`config.mk`:
```
export PLATFORM = sky130hd
export DESIGN_NAME = prbs_lane_fsm
export DESIGN_NICKNAME = d
export VERILOG_FILES = /design/src/rtl/prbs_chk_pkg.sv /design/src/rtl/prbs_lane_fsm.sv
export SDC_FILE = /design/constraint.sdc
export NUM_CORES = 1
export LEC_CHECK = 0
export BUFFER_PORTS_ARGS = -buffer_cell sky130_fd_sc_hd__buf_2
export CAP_MARGIN = 0
export CORE_AREA = 4 4 41 43
export CTS_BUF_LIST = sky130_fd_sc_hd__clkbuf_8
export DETAILED_ROUTE_END_ITERATION = 16
export DIE_AREA = 0 0 45 47
export GPL_TIMING_DRIVEN = 0
export HOLD_SLACK_MARGIN = 0.08
export PLACE_DENSITY = 0.44
export SYNTH_ARGS = -nofsm -noshare
export SYNTH_HDL_FRONTEND = slang
export SYNTH_SLANG_ARGS = --single-unit
```
`constraint.sdc`:
```
create_clock -name clk -period 1.8 [get_ports clk]
set_input_delay 0.18 -clock clk [delete_from_list [all_inputs] [get_ports clk]]
set_output_delay 0.18 -clock clk [all_outputs]
set_load 0.02 [all_outputs]
```
`src/rtl/prbs_chk_pkg.sv`:
```
package prbs_chk_pkg;

    typedef enum logic [1:0] {
        ST_SEED    = 2'd0,
        ST_RUN     = 2'd1,
        ST_LATCHED = 2'd2
    } lane_state_t;

    localparam logic [1:0] RPT_ON = 2'b11;

endpackage

```
`src/rtl/prbs_lane_fsm.sv`:
```
module prbs_lane_fsm
    import prbs_chk_pkg::*;
#(
    parameter int SEED_LEN = 7
) (
    input  logic clk,
    input  logic rst_n,
    input  logic rx_bit,
    input  logic exp_bit,
    input  logic sync_en,
    output logic seeding,
    output logic pass_q
);

    localparam int CW = $clog2(SEED_LEN + 1);

    lane_state_t     st_q, st_d;
    logic [CW-1:0]   cnt_q;
    logic            mism;
    logic            seed_done;

    assign mism      = rx_bit ^ exp_bit;
    assign seeding   = (st_q == ST_SEED);
    assign seed_done = (cnt_q == CW'(SEED_LEN - 1));

    // state register
    always_ff @(posedge clk or negedge rst_n) begin
        if (!rst_n) begin
            st_q  <= ST_SEED;
            cnt_q <= '0;
        end else begin
            st_q  <= st_d;
            cnt_q <= seeding ? cnt_q + CW'(1) : '0;
        end
    end

    // transitions
    always_comb begin
        st_d = st_q;
        unique case (st_q)
            ST_SEED:    if (seed_done)       st_d = ST_RUN;
            ST_RUN:     if (mism && sync_en) st_d = ST_LATCHED;
            ST_LATCHED: if (!sync_en)        st_d = ST_RUN;
            default:                         st_d = ST_SEED;
        endcase
    end

    // registered pass flag
    always_ff @(posedge clk or negedge rst_n) begin
        if (!rst_n) begin
            pass_q <= 1'b0;
        end else begin
            unique case (st_q)
                ST_SEED:    pass_q <= 1'b0;
                ST_RUN:     pass_q <= !mism;
                ST_LATCHED: pass_q <= sync_en ? 1'b0 : !mism;
                default:    pass_q <= 1'b0;
            endcase
        end
    end

    // seed counter stays inside the seed window
    p_seed_len_r1: assert property (@(posedge clk) disable iff (!rst_n)
        seeding |-> (int'(cnt_q) < SEED_LEN));

    // no pass while the seed is being captured
    p_seed_low_r2: assert property (@(posedge clk) disable iff (!rst_n)
        seeding |=> !pass_q);

    // transparent flag mirrors the compared bit
    p_live_r4: assert property (@(posedge clk) disable iff (!rst_n)
        (st_q == ST_RUN && !sync_en) |=> (pass_q != $past(mism)));

    // an error under sync-enable enters the latched state
    p_latch_entry_r5: assert property (@(posedge clk) disable iff (!rst_n)
        (st_q == ST_RUN && mism && sync_en) |=> (st_q == ST_LATCHED));

    // latched flag holds low while sync-enable stays high
    p_latch_hold_r5: assert property (@(posedge clk) disable iff (!rst_n)
        (st_q == ST_LATCHED && sync_en) |=> (!pass_q && st_q == ST_LATCHED));

    // dropping sync-enable releases to live status
    p_release_r6: assert property (@(posedge clk) disable iff (!rst_n)
        (st_q == ST_LATCHED && !sync_en) |=> (st_q == ST_RUN && pass_q != $past(mism)));

endmodule

```
# Word level (Yosys, flattened, before mapping)
# Cells that the tools add are included.
totals:
  reg_bits: 6
  in_bits: 5
  out_inout_bits: 2
  wordCells: 22
classes:
  n_addsub: 1
  n_eq_ne: 6
  mux: 7
  bitwise: 1
  n_reduce_logical: 4
op_table:
  columns: ["operator", "n"]
  rows:
  - ["two-way mux 2 bit", 3]
  - ["case mux 2 bit (3 select lines)", 1]
  - ["inequality test 2 bit, second input constant", 2]
  - ["adder 3 x 1 -> 3 bit, second input constant", 1]
  - ["== test 3 bit, second input constant", 1]
  - ["two-way mux 3 bit", 1]
  - ["AND reduction 3 bit", 1]
  - ["== test 2 x 1 -> 1 bit, second input constant", 1]
  - ["== test 2 bit, second input constant", 1]
  - ["zero test 2 bit", 1]
  - ["inequality test 2 x 1 -> 1 bit, second input constant", 1]
  - ["case mux 1 bit (2 select lines)", 1]
  - ["logical AND 1 bit", 1]
  - ["zero test 1 bit", 1]
  - ["two-way mux 1 bit", 1]
  - ["XOR 1 bit", 1]

# Depth between registers and ports, before layout
# Gate-level depths: netlist (run 1).
depth:
  word_depth: 4
  ltp_mapped: 5
  depth_no_buf: 5

# Worst setup path before layout (run 1)
# OpenSTA, ideal clock, no wires.
synth_path:
  kind: "reg-to-reg"
  startpoint: "register st_q[0]"
  endpoint: "register st_q[1]"
  setup_time_ns: 0.128
  arrival_ns: 1.499
  slack_ns: 0.173
  stages_incl_launch_ff: 6
  path_buffers: 0
  period_less_slack_ns: 1.627
  cell_sequence: "dfrtp_1 inv_1 ha_1 a21boi_1 a211oi_2 mux2_1"
synth_via:
  elab_chain_cells: 3
  elab_cells_between_ends: 8
  cone_classes: "5 x eq/ne; 1 x mux; 2 x reduce/logical"
synth_lines:
  columns: ["element", "line", "rtl"]
  rows:
  - ["start, declared", "prbs_lane_fsm.sv:17", "lane_state_t st_q, st_d;"]
  - ["start signal, assigned", "prbs_lane_fsm.sv:32", "st_q <= st_d;"]
  - ["zero test 2 bit (*)", null, null]
  - ["net seeding", "prbs_lane_fsm.sv:11", "output logic seeding,"]
  - ["inequality test 2 x 1 -> 1 bit (no source line)", null, null]
  - ["AND reduction 3 bit (no source line)", null, null]
# The timed path passes the listed nets; every way through them passes the cells marked *.
# A chain may end at the register's enable or synchronous reset.

# Worst setup path after layout (run 1)
layout_path:
  startpoint: "register st_q[0]"
  endpoint: "register st_q[1]"
layout_via:
  elab_chain_cells: 3
  elab_cells_between_ends: 8
  cone_classes: "5 x eq/ne; 1 x mux; 2 x reduce/logical"
layout_lines:
  columns: ["element", "line", "rtl"]
  rows:
  - ["== test 2 x 1 -> 1 bit, or another cell as far along", "prbs_lane_fsm.sv:40", "unique case (st_q)"]
  - ["inequality test 2 bit (no source line) / inequality test 2 x 1 -> 1 bit (equally long branches)", null, null]
  - ["AND reduction 3 bit (no source line)", null, null]
# Several ways; a longest one is shown, not always the timed one.

==> reports/metrics.cfg, run 1 <==
[status]
run_status = finished, final reports clean

[sta]
hold_viol_final = 0
sum_neg_setup_slack_ns = 0
period_share_pct = 95.8
slew_headroom_pct = 81.5
fmax_mhz = 580
transition_at_the_pin_with_the_smallest_max_transition_slack_ns = 0.277
timing.final.setup_violations = 0
whs_ns = 0.259
setup_repair_after_global_routing_missed_its_margin = no
clock_skew_ns = 0.00174
fin_crit_period_ns = 1.72
timing.final.max_slew_violations = 0

[yosys]
ys_async_sr_fraction_pct = 100
largest_family_of_logic_cells_by_synthesized_area = adder cells
synth_xor_area_share_pct = 4.79
syn_area_um2 = 365
syn_inst = 31
synthTopCellsByCount = sky130_fd_sc_hd__ha_1 (7), sky130_fd_sc_hd__dfrtp_1 (6), sky130_fd_sc_hd__inv_1 (4)
synth-compound-area-share_pct = 8.90
synth_nets = 43
synth_flop_cell = sky130_fd_sc_hd__dfrtp_1
synth_largest_type_area_fraction_pct = 41.1
synth_seq_cells = 6
synth_mux_area_share_pct = 9.93
yosys_warnings = 0
yosys-top-cells-area = sky130_fd_sc_hd__dfrtp_1 (41%), sky130_fd_sc_hd__ha_1 (24%), sky130_fd_sc_hd__inv_1 (4.1%)
synth_edf_count = 0
synth-adder-area-share_pct = 24.0
synth.lib_cells_used.distinct = 16
yosysSeqAreaShare_pct = 41.1
netlist.top_cell.by_area = sky130_fd_sc_hd__dfrtp_1
yosysMostFrequentCell = sky130_fd_sc_hd__ha_1
post_synth.cell_area_avg_um2 = 11.8
synth_simple_gate_area_share_pct = 7.19

[setup_path]
timing.critical_path.to = st_q[1]
path_delay_family = multiplexers
endpoint_kind = flip-flop
r2r-start = st_q[0]
reg2reg_slack_ns = 0.08
length_in_cells_of_the_worst_reg_to_reg_path = 5
critical_path_buf_inv_count = 1
crit_chain = inv_1, ha_1, mux2_4, a211oi_2, mux2_1
crit_type = flip-flop to flip-flop
regToRegEndpoint = st_q[1]
worst_ep_arrival_time_ns = 1.82
critical_path.slowest_cell = sky130_fd_sc_hd__dfrtp_1
cp.required_ns = 1.90
crit_start = st_q[0]
start_kind = flip-flop
critical_path_peak_fanout = 4
worstSetupPathDepth = 5
critPathMaxStageDelay_ns = 0.39

[flow_run]
max_cap_viol = 0

[placement]
place_area_um2 = 414
port-buffer-count = 6
place_congestion = 0.758

[cts]
clock_transition_time_at_the_flip_flop_clock_pins_of_the_worst_setup_and_hold_paths_ns = 0.04
cts.sinks = 6
tritoncts_clock_tree = yes
cts_htree_levels = 1
cts_inserted_buffers = 3
clock-root-buffer = sky130_fd_sc_hd__clkbuf_8
max-clock-path-buffers = 2
clk-insertion-delay-late_ns = 0.22
postCtsResizedCells = 0

[hold_path]
hp-start = rx_bit
min-delay-path-class = input pin to flip-flop

[grt]
largest_net_degree_at_the_start_of_global_routing = 7
grt_pass1_wl_um = 1020
overflow = 0
groute.usage.overall_pct = 7.39
initial_antenna_violation_count = 0
grt_pass1_vias = 222

[layout]
antenna_cells = 0
nNetsFinal = 55
finish.utilization_pct = 35.8
nFillCells = 136
finish.instance_area_um2 = 465
layout-drive-gt1-share_pct = 26.8
syn2layout_area_growth_pct = 27.4

[power]
p_per_area_mw_per_mm2 = 1650
clock_power_share_pct = 26.1
p_switching_uw = 274
logic_pwr_share_pct = 44.0
power.share.sequential_pct = 29.9
netSwitchingFraction_pct = 35.8
leakagePower_uw = 0.000252
irDropWorstVdd_mv = 0.700
internal_pwr_total_uw = 492

[floorplanning]
chipWidth_um = 45
initial_utilization_pct = 28.1
fp.dieArea_mm2 = 0.00212
io_pins = 7
die_height_um = 47
placementRows = 13
core_area_mm2 = 0.00130

[routing]
total_number_of_vias = 229
detailedRoute.firstIterationViolations = 2
drtPass1Iterations = 2
detail_route.wl_per_cell_um = 10.6
drt_drc_violations_left = 0
vias_per_cell = 4.09
post_route_ant_nets = 0
postRouteWirelength_um = 593

[cell type report]
cell class	count	area, um2	area share (%)
multi-input combinational	21	200	43.0
tap	15	18.8	4.03
timing repair buffer	7	40.0	8.60
clock buffer	3	41.3	8.87
inverter	4	15.0	3.23
sequential	6	150	32.3
[layer usage]
layer	GRT usage (%)	wire, um	vias to the layer above
met4	3.51	0	0
met2	10.7	292	7
li1	-	-	119
met5	0	0	-
met3	5.75	49	0
met1	7.85	251	103
[registers in the layout, summed over array words and instances (netlist names)]
register / flops
cnt_q: 3
st_q: 2
pass_q: 1
[cells in the final DEF, fill, tap and decap left out, types with 2 or more instances in the layout]
master                     netlist  final
sky130_fd_sc_hd__ha_1            7      7
sky130_fd_sc_hd__nor2b_1         2      2
sky130_fd_sc_hd__inv_1           4      4
sky130_fd_sc_hd__dfrtp_1         6      6
sky130_fd_sc_hd__clkbuf_8        0      3
sky130_fd_sc_hd__buf_2           0      6
[stage by stage]
stage,power [uW],worst slack (ns),cells
final,766,0.0754,56
after global routing,839,0.00446,56
after CTS,782,0.0667,56
after detailed placement,566,0.100,52
after global placement,554,0.143,52
after floorplan,486,0.173,31
[cell families after synthesis]
kind of cell,after synthesis
adders and majority gates,7
and+or+nand+nor,5
buffers and inverters,4
xor gates and xnor gates,2
DFF,6
muxes,3
AOI/OAI and AO/OA,4
[power groups by stage]
stage | clock (uW) | sequential, uW | combinational [uW]
final | 200 | 229 | 337
after floorplan | 0 | 234 | 252
after global routing | 220 | 237 | 381
after CTS | 208 | 230 | 345
after detailed placement | 0 | 231 | 334
after global placement | 0 | 227 | 327
[worst register-to-register path, stage by stage (launching register included)]
cell and delay [ns]:
sky130_fd_sc_hd__dfrtp_1 0.39, sky130_fd_sc_hd__inv_1 0.11, sky130_fd_sc_hd__ha_1 0.24, sky130_fd_sc_hd__mux2_4 0.27, sky130_fd_sc_hd__a211oi_2 0.24, sky130_fd_sc_hd__mux2_1 0.36
[worst min-delay path by stage]
stage                     to  cells after the start  slack (ns)
floorplan           cnt_q[0]                      0       -0.12
finish                pass_q                      4        0.26
global route          pass_q                      4        0.29
global placement    cnt_q[2]                      1        0.01
CTS                   pass_q                      4        0.25
detailed placement  cnt_q[0]                      1        0.01
[what timing repair did]
item | in CTS | in global routing
endpoints found under the setup margin | 0 | 0
hold endpoints to repair | 6 | 0
hold buffers | 1 | 0
buffers inserted | 0 | 0
Note: power is estimated with default switching activity, not from simulation.
==> run 2: changes to the inputs <==
- PLACE_DENSITY: 0.44 -> not set
==> run 2 against run 1 <==
- design area unchanged
- register-to-register slack barely moved
- highest routed layer is now met4
- largest power group unchanged
- sequential power hardly changed
==> reports/metrics.cfg, run 2 (same netlist as run 1, synthesis figures left out) <==
[status]
run_status = finished, final reports clean

[setup_path]
reg2reg_slack_ns = 0.09  ; about the same
endpoint_kind = flip-flop
length_in_cells_of_the_worst_reg_to_reg_path = 5  ; unchanged
cp.required_ns = 1.90  ; about the same
start_kind = flip-flop
regToRegEndpoint = st_q[1]
path_delay_family = multiplexers
crit_type = flip-flop to flip-flop
critical_path_buf_inv_count = 1  ; unchanged
critical_path_peak_fanout = 4  ; unchanged
crit_chain = inv_1, ha_1, mux2_4, a211oi_2, mux2_1
worst_ep_arrival_time_ns = 1.82  ; about the same
r2r-start = st_q[0]
critPathMaxStageDelay_ns = 0.40  ; about the same
critical_path.slowest_cell = sky130_fd_sc_hd__dfrtp_1

[hold_path]
whs_endpoint = pass_q
min-delay-path-class = input pin to flip-flop
whs_path_depth = 4  ; unchanged
hp-start = rx_bit

[floorplanning]
fp.dieArea_mm2 = 0.00212  ; unchanged
core_area_mm2 = 0.00130  ; unchanged
die_height_um = 47  ; unchanged
chipWidth_um = 45  ; unchanged
initial_utilization_pct = 28.1  ; unchanged
io_pins = 7  ; unchanged
placementRows = 13  ; unchanged

[power]
internal_pwr_total_uw = 491  ; -0.23%
p_per_area_mw_per_mm2 = 1650  ; +0.41%
netSwitchingFraction_pct = 36.2  ; +0.41 points
logic_pwr_share_pct = 43.3  ; -0.7 points
irDropWorstVdd_mv = 0.711  ; +1.6%
clock_power_share_pct = 26.6  ; +0.5 points
power.share.sequential_pct = 30.0  ; about the same
leakagePower_uw = 0.000252  ; unchanged
p_switching_uw = 279  ; +1.6%

[grt]
overflow = 0  ; unchanged
top_usage_layer = met2
groute.usage.overall_pct = 7.70  ; +0.32 points
grt_util_met2_pct = 10.5  ; -0.28 points
grt_pass1_vias = 245  ; +10%
grt_pass1_wl_um = 1060  ; +4.0%
initial_antenna_violation_count = 0  ; unchanged
grt_use_met3_pct = 5.75  ; unchanged
globalRouteMet1Util_pct = 9.01  ; +1.2 points
largest_net_degree_at_the_start_of_global_routing = 7  ; unchanged

[cts]
clk-insertion-delay-late_ns = 0.22  ; about the same
postCtsResizedCells = 0  ; unchanged
cts_htree_levels = 1  ; unchanged
max-clock-path-buffers = 2  ; unchanged
cts.sinks = 6  ; unchanged
cts_inserted_buffers = 3  ; unchanged
tritoncts_clock_tree = yes
clock-root-buffer = sky130_fd_sc_hd__clkbuf_8
clock_transition_time_at_the_flip_flop_clock_pins_of_the_worst_setup_and_hold_paths_ns = 0.04  ; about the same

[sta]
period_share_pct = 95.2  ; -0.56 points
sum_neg_setup_slack_ns = 0  ; unchanged
clock_skew_ns = 0.000481  ; -0.00126 ns
timing.final.max_slew_violations = 0  ; unchanged
transition_at_the_pin_with_the_smallest_max_transition_slack_ns = 0.273  ; -0.00380 ns
hold_viol_final = 0  ; unchanged
fmax_mhz = 583  ; +0.59%
timing.final.setup_violations = 0  ; unchanged
fin_crit_period_ns = 1.71  ; -0.0101 ns
slew_headroom_pct = 81.8  ; +0.25 points
setup_repair_after_global_routing_missed_its_margin = no

[routing]
post_route_ant_nets = 0  ; unchanged
total_number_of_vias = 246  ; +7.4%
postRouteWirelength_um = 631  ; +6.4%
drt_drc_violations_left = 0  ; unchanged
detail_route.wl_per_cell_um = 11.3  ; +6.4%
detailedRoute.firstIterationViolations = 1  ; -1
drtPass1Iterations = 2  ; unchanged
vias_per_cell = 4.39  ; +7.4%

[layout]
top_reg_by_flops = cnt_q
layout_commonest_cell = sky130_fd_sc_hd__ha_1
antenna_cells = 0  ; unchanged
largest_registers = cnt_q (3), st_q (2), pass_q (1)
nNetsFinal = 55  ; unchanged
largest_reg_flops = 3  ; unchanged
syn2layout_area_growth_pct = 27.4  ; unchanged
layout.cells.non_filler = 56  ; unchanged
mostFrequentLayoutCells = sky130_fd_sc_hd__ha_1 (7), sky130_fd_sc_hd__dfrtp_1 (6), sky130_fd_sc_hd__buf_2 (6)
finish.utilization_pct = 35.8  ; unchanged
layout-drive-gt1-share_pct = 26.8  ; unchanged

[placement]
port-buffer-count = 6  ; unchanged
numPlacedInstances = 52  ; unchanged
place_hpwl_um = 496
place_congestion = 0.640  ; -16%

[flow_run]
max_cap_viol = 0  ; unchanged

-- run 2: cell counts in the layout (fill, tap and decap cells not counted) --
Identical to the previous run, type by type.
-- run 2: how the worst max path moves through the flow --
stage	start	end	slack, ns	cells after the start
finish	st_q[0]	st_q[1]	0.09	5
global route	st_q[0]	st_q[1]	0.01	5
floorplan	st_q[0]	st_q[1]	0.17	5
detailed placement	st_q[0]	st_q[1]	0.09	5
global placement	st_q[0]	st_q[1]	0.1	5
CTS	st_q[0]	st_q[1]	0.06	5
-- run 2: cell type report --
class	instances	area, um2
Timing Repair Buffer	7	40.0
Multi-Input combinational cell	21	200
Tap cell	15	18.8
Inverter	4	15.0
Clock buffer	3	41.3
Fill cell	147	836
Sequential cell	6	150
-- run 2: layer usage --
layer | part of all wire (%) | wire, um
met5 | 0 | 0
met4 | 0.79 | 5
met1 | 44 | 278
met3 | 7.3 | 46
met2 | 48 | 300
-- run 2: worst register-to-register path: stages, from the launching register on --
cell,delay [ns]
sky130_fd_sc_hd__dfrtp_1,0.40
sky130_fd_sc_hd__inv_1,0.10
sky130_fd_sc_hd__ha_1,0.24
sky130_fd_sc_hd__mux2_4,0.27
sky130_fd_sc_hd__a211oi_2,0.24
sky130_fd_sc_hd__mux2_1,0.35
-- run 2: what timing repair did --
item	4_1_cts	5_1_grt
endpoints found under the hold margin	6	0
hold buffers	1	0
buffers inserted	0	0
-- run 2: power by group through the flow --
stage	sequential, uW	combinational (uW)	clock [uW]
after floorplan	234	252	0
after global placement	233	327	0
after detailed placement	233	343	0
after CTS	233	343	208
after global routing	240	375	219
final	231	333	205
-- run 2: per-stage QoR --
stage / instance area (um2) / setup WS, ns / hold WS (ns) / power (uW)
3_3_place_gp: 414 / 0.0996 / 0.0115 / 560
5_1_grt: 465 / 0.0146 / 0.295 / 834
2_1_floorplan: 365 / 0.173 / -0.116 / 486
4_1_cts: 465 / 0.0553 / 0.268 / 784
6_report: 465 / 0.0855 / 0.269 / 769
3_5_place_dp: 414 / 0.0874 / 0.0116 / 576
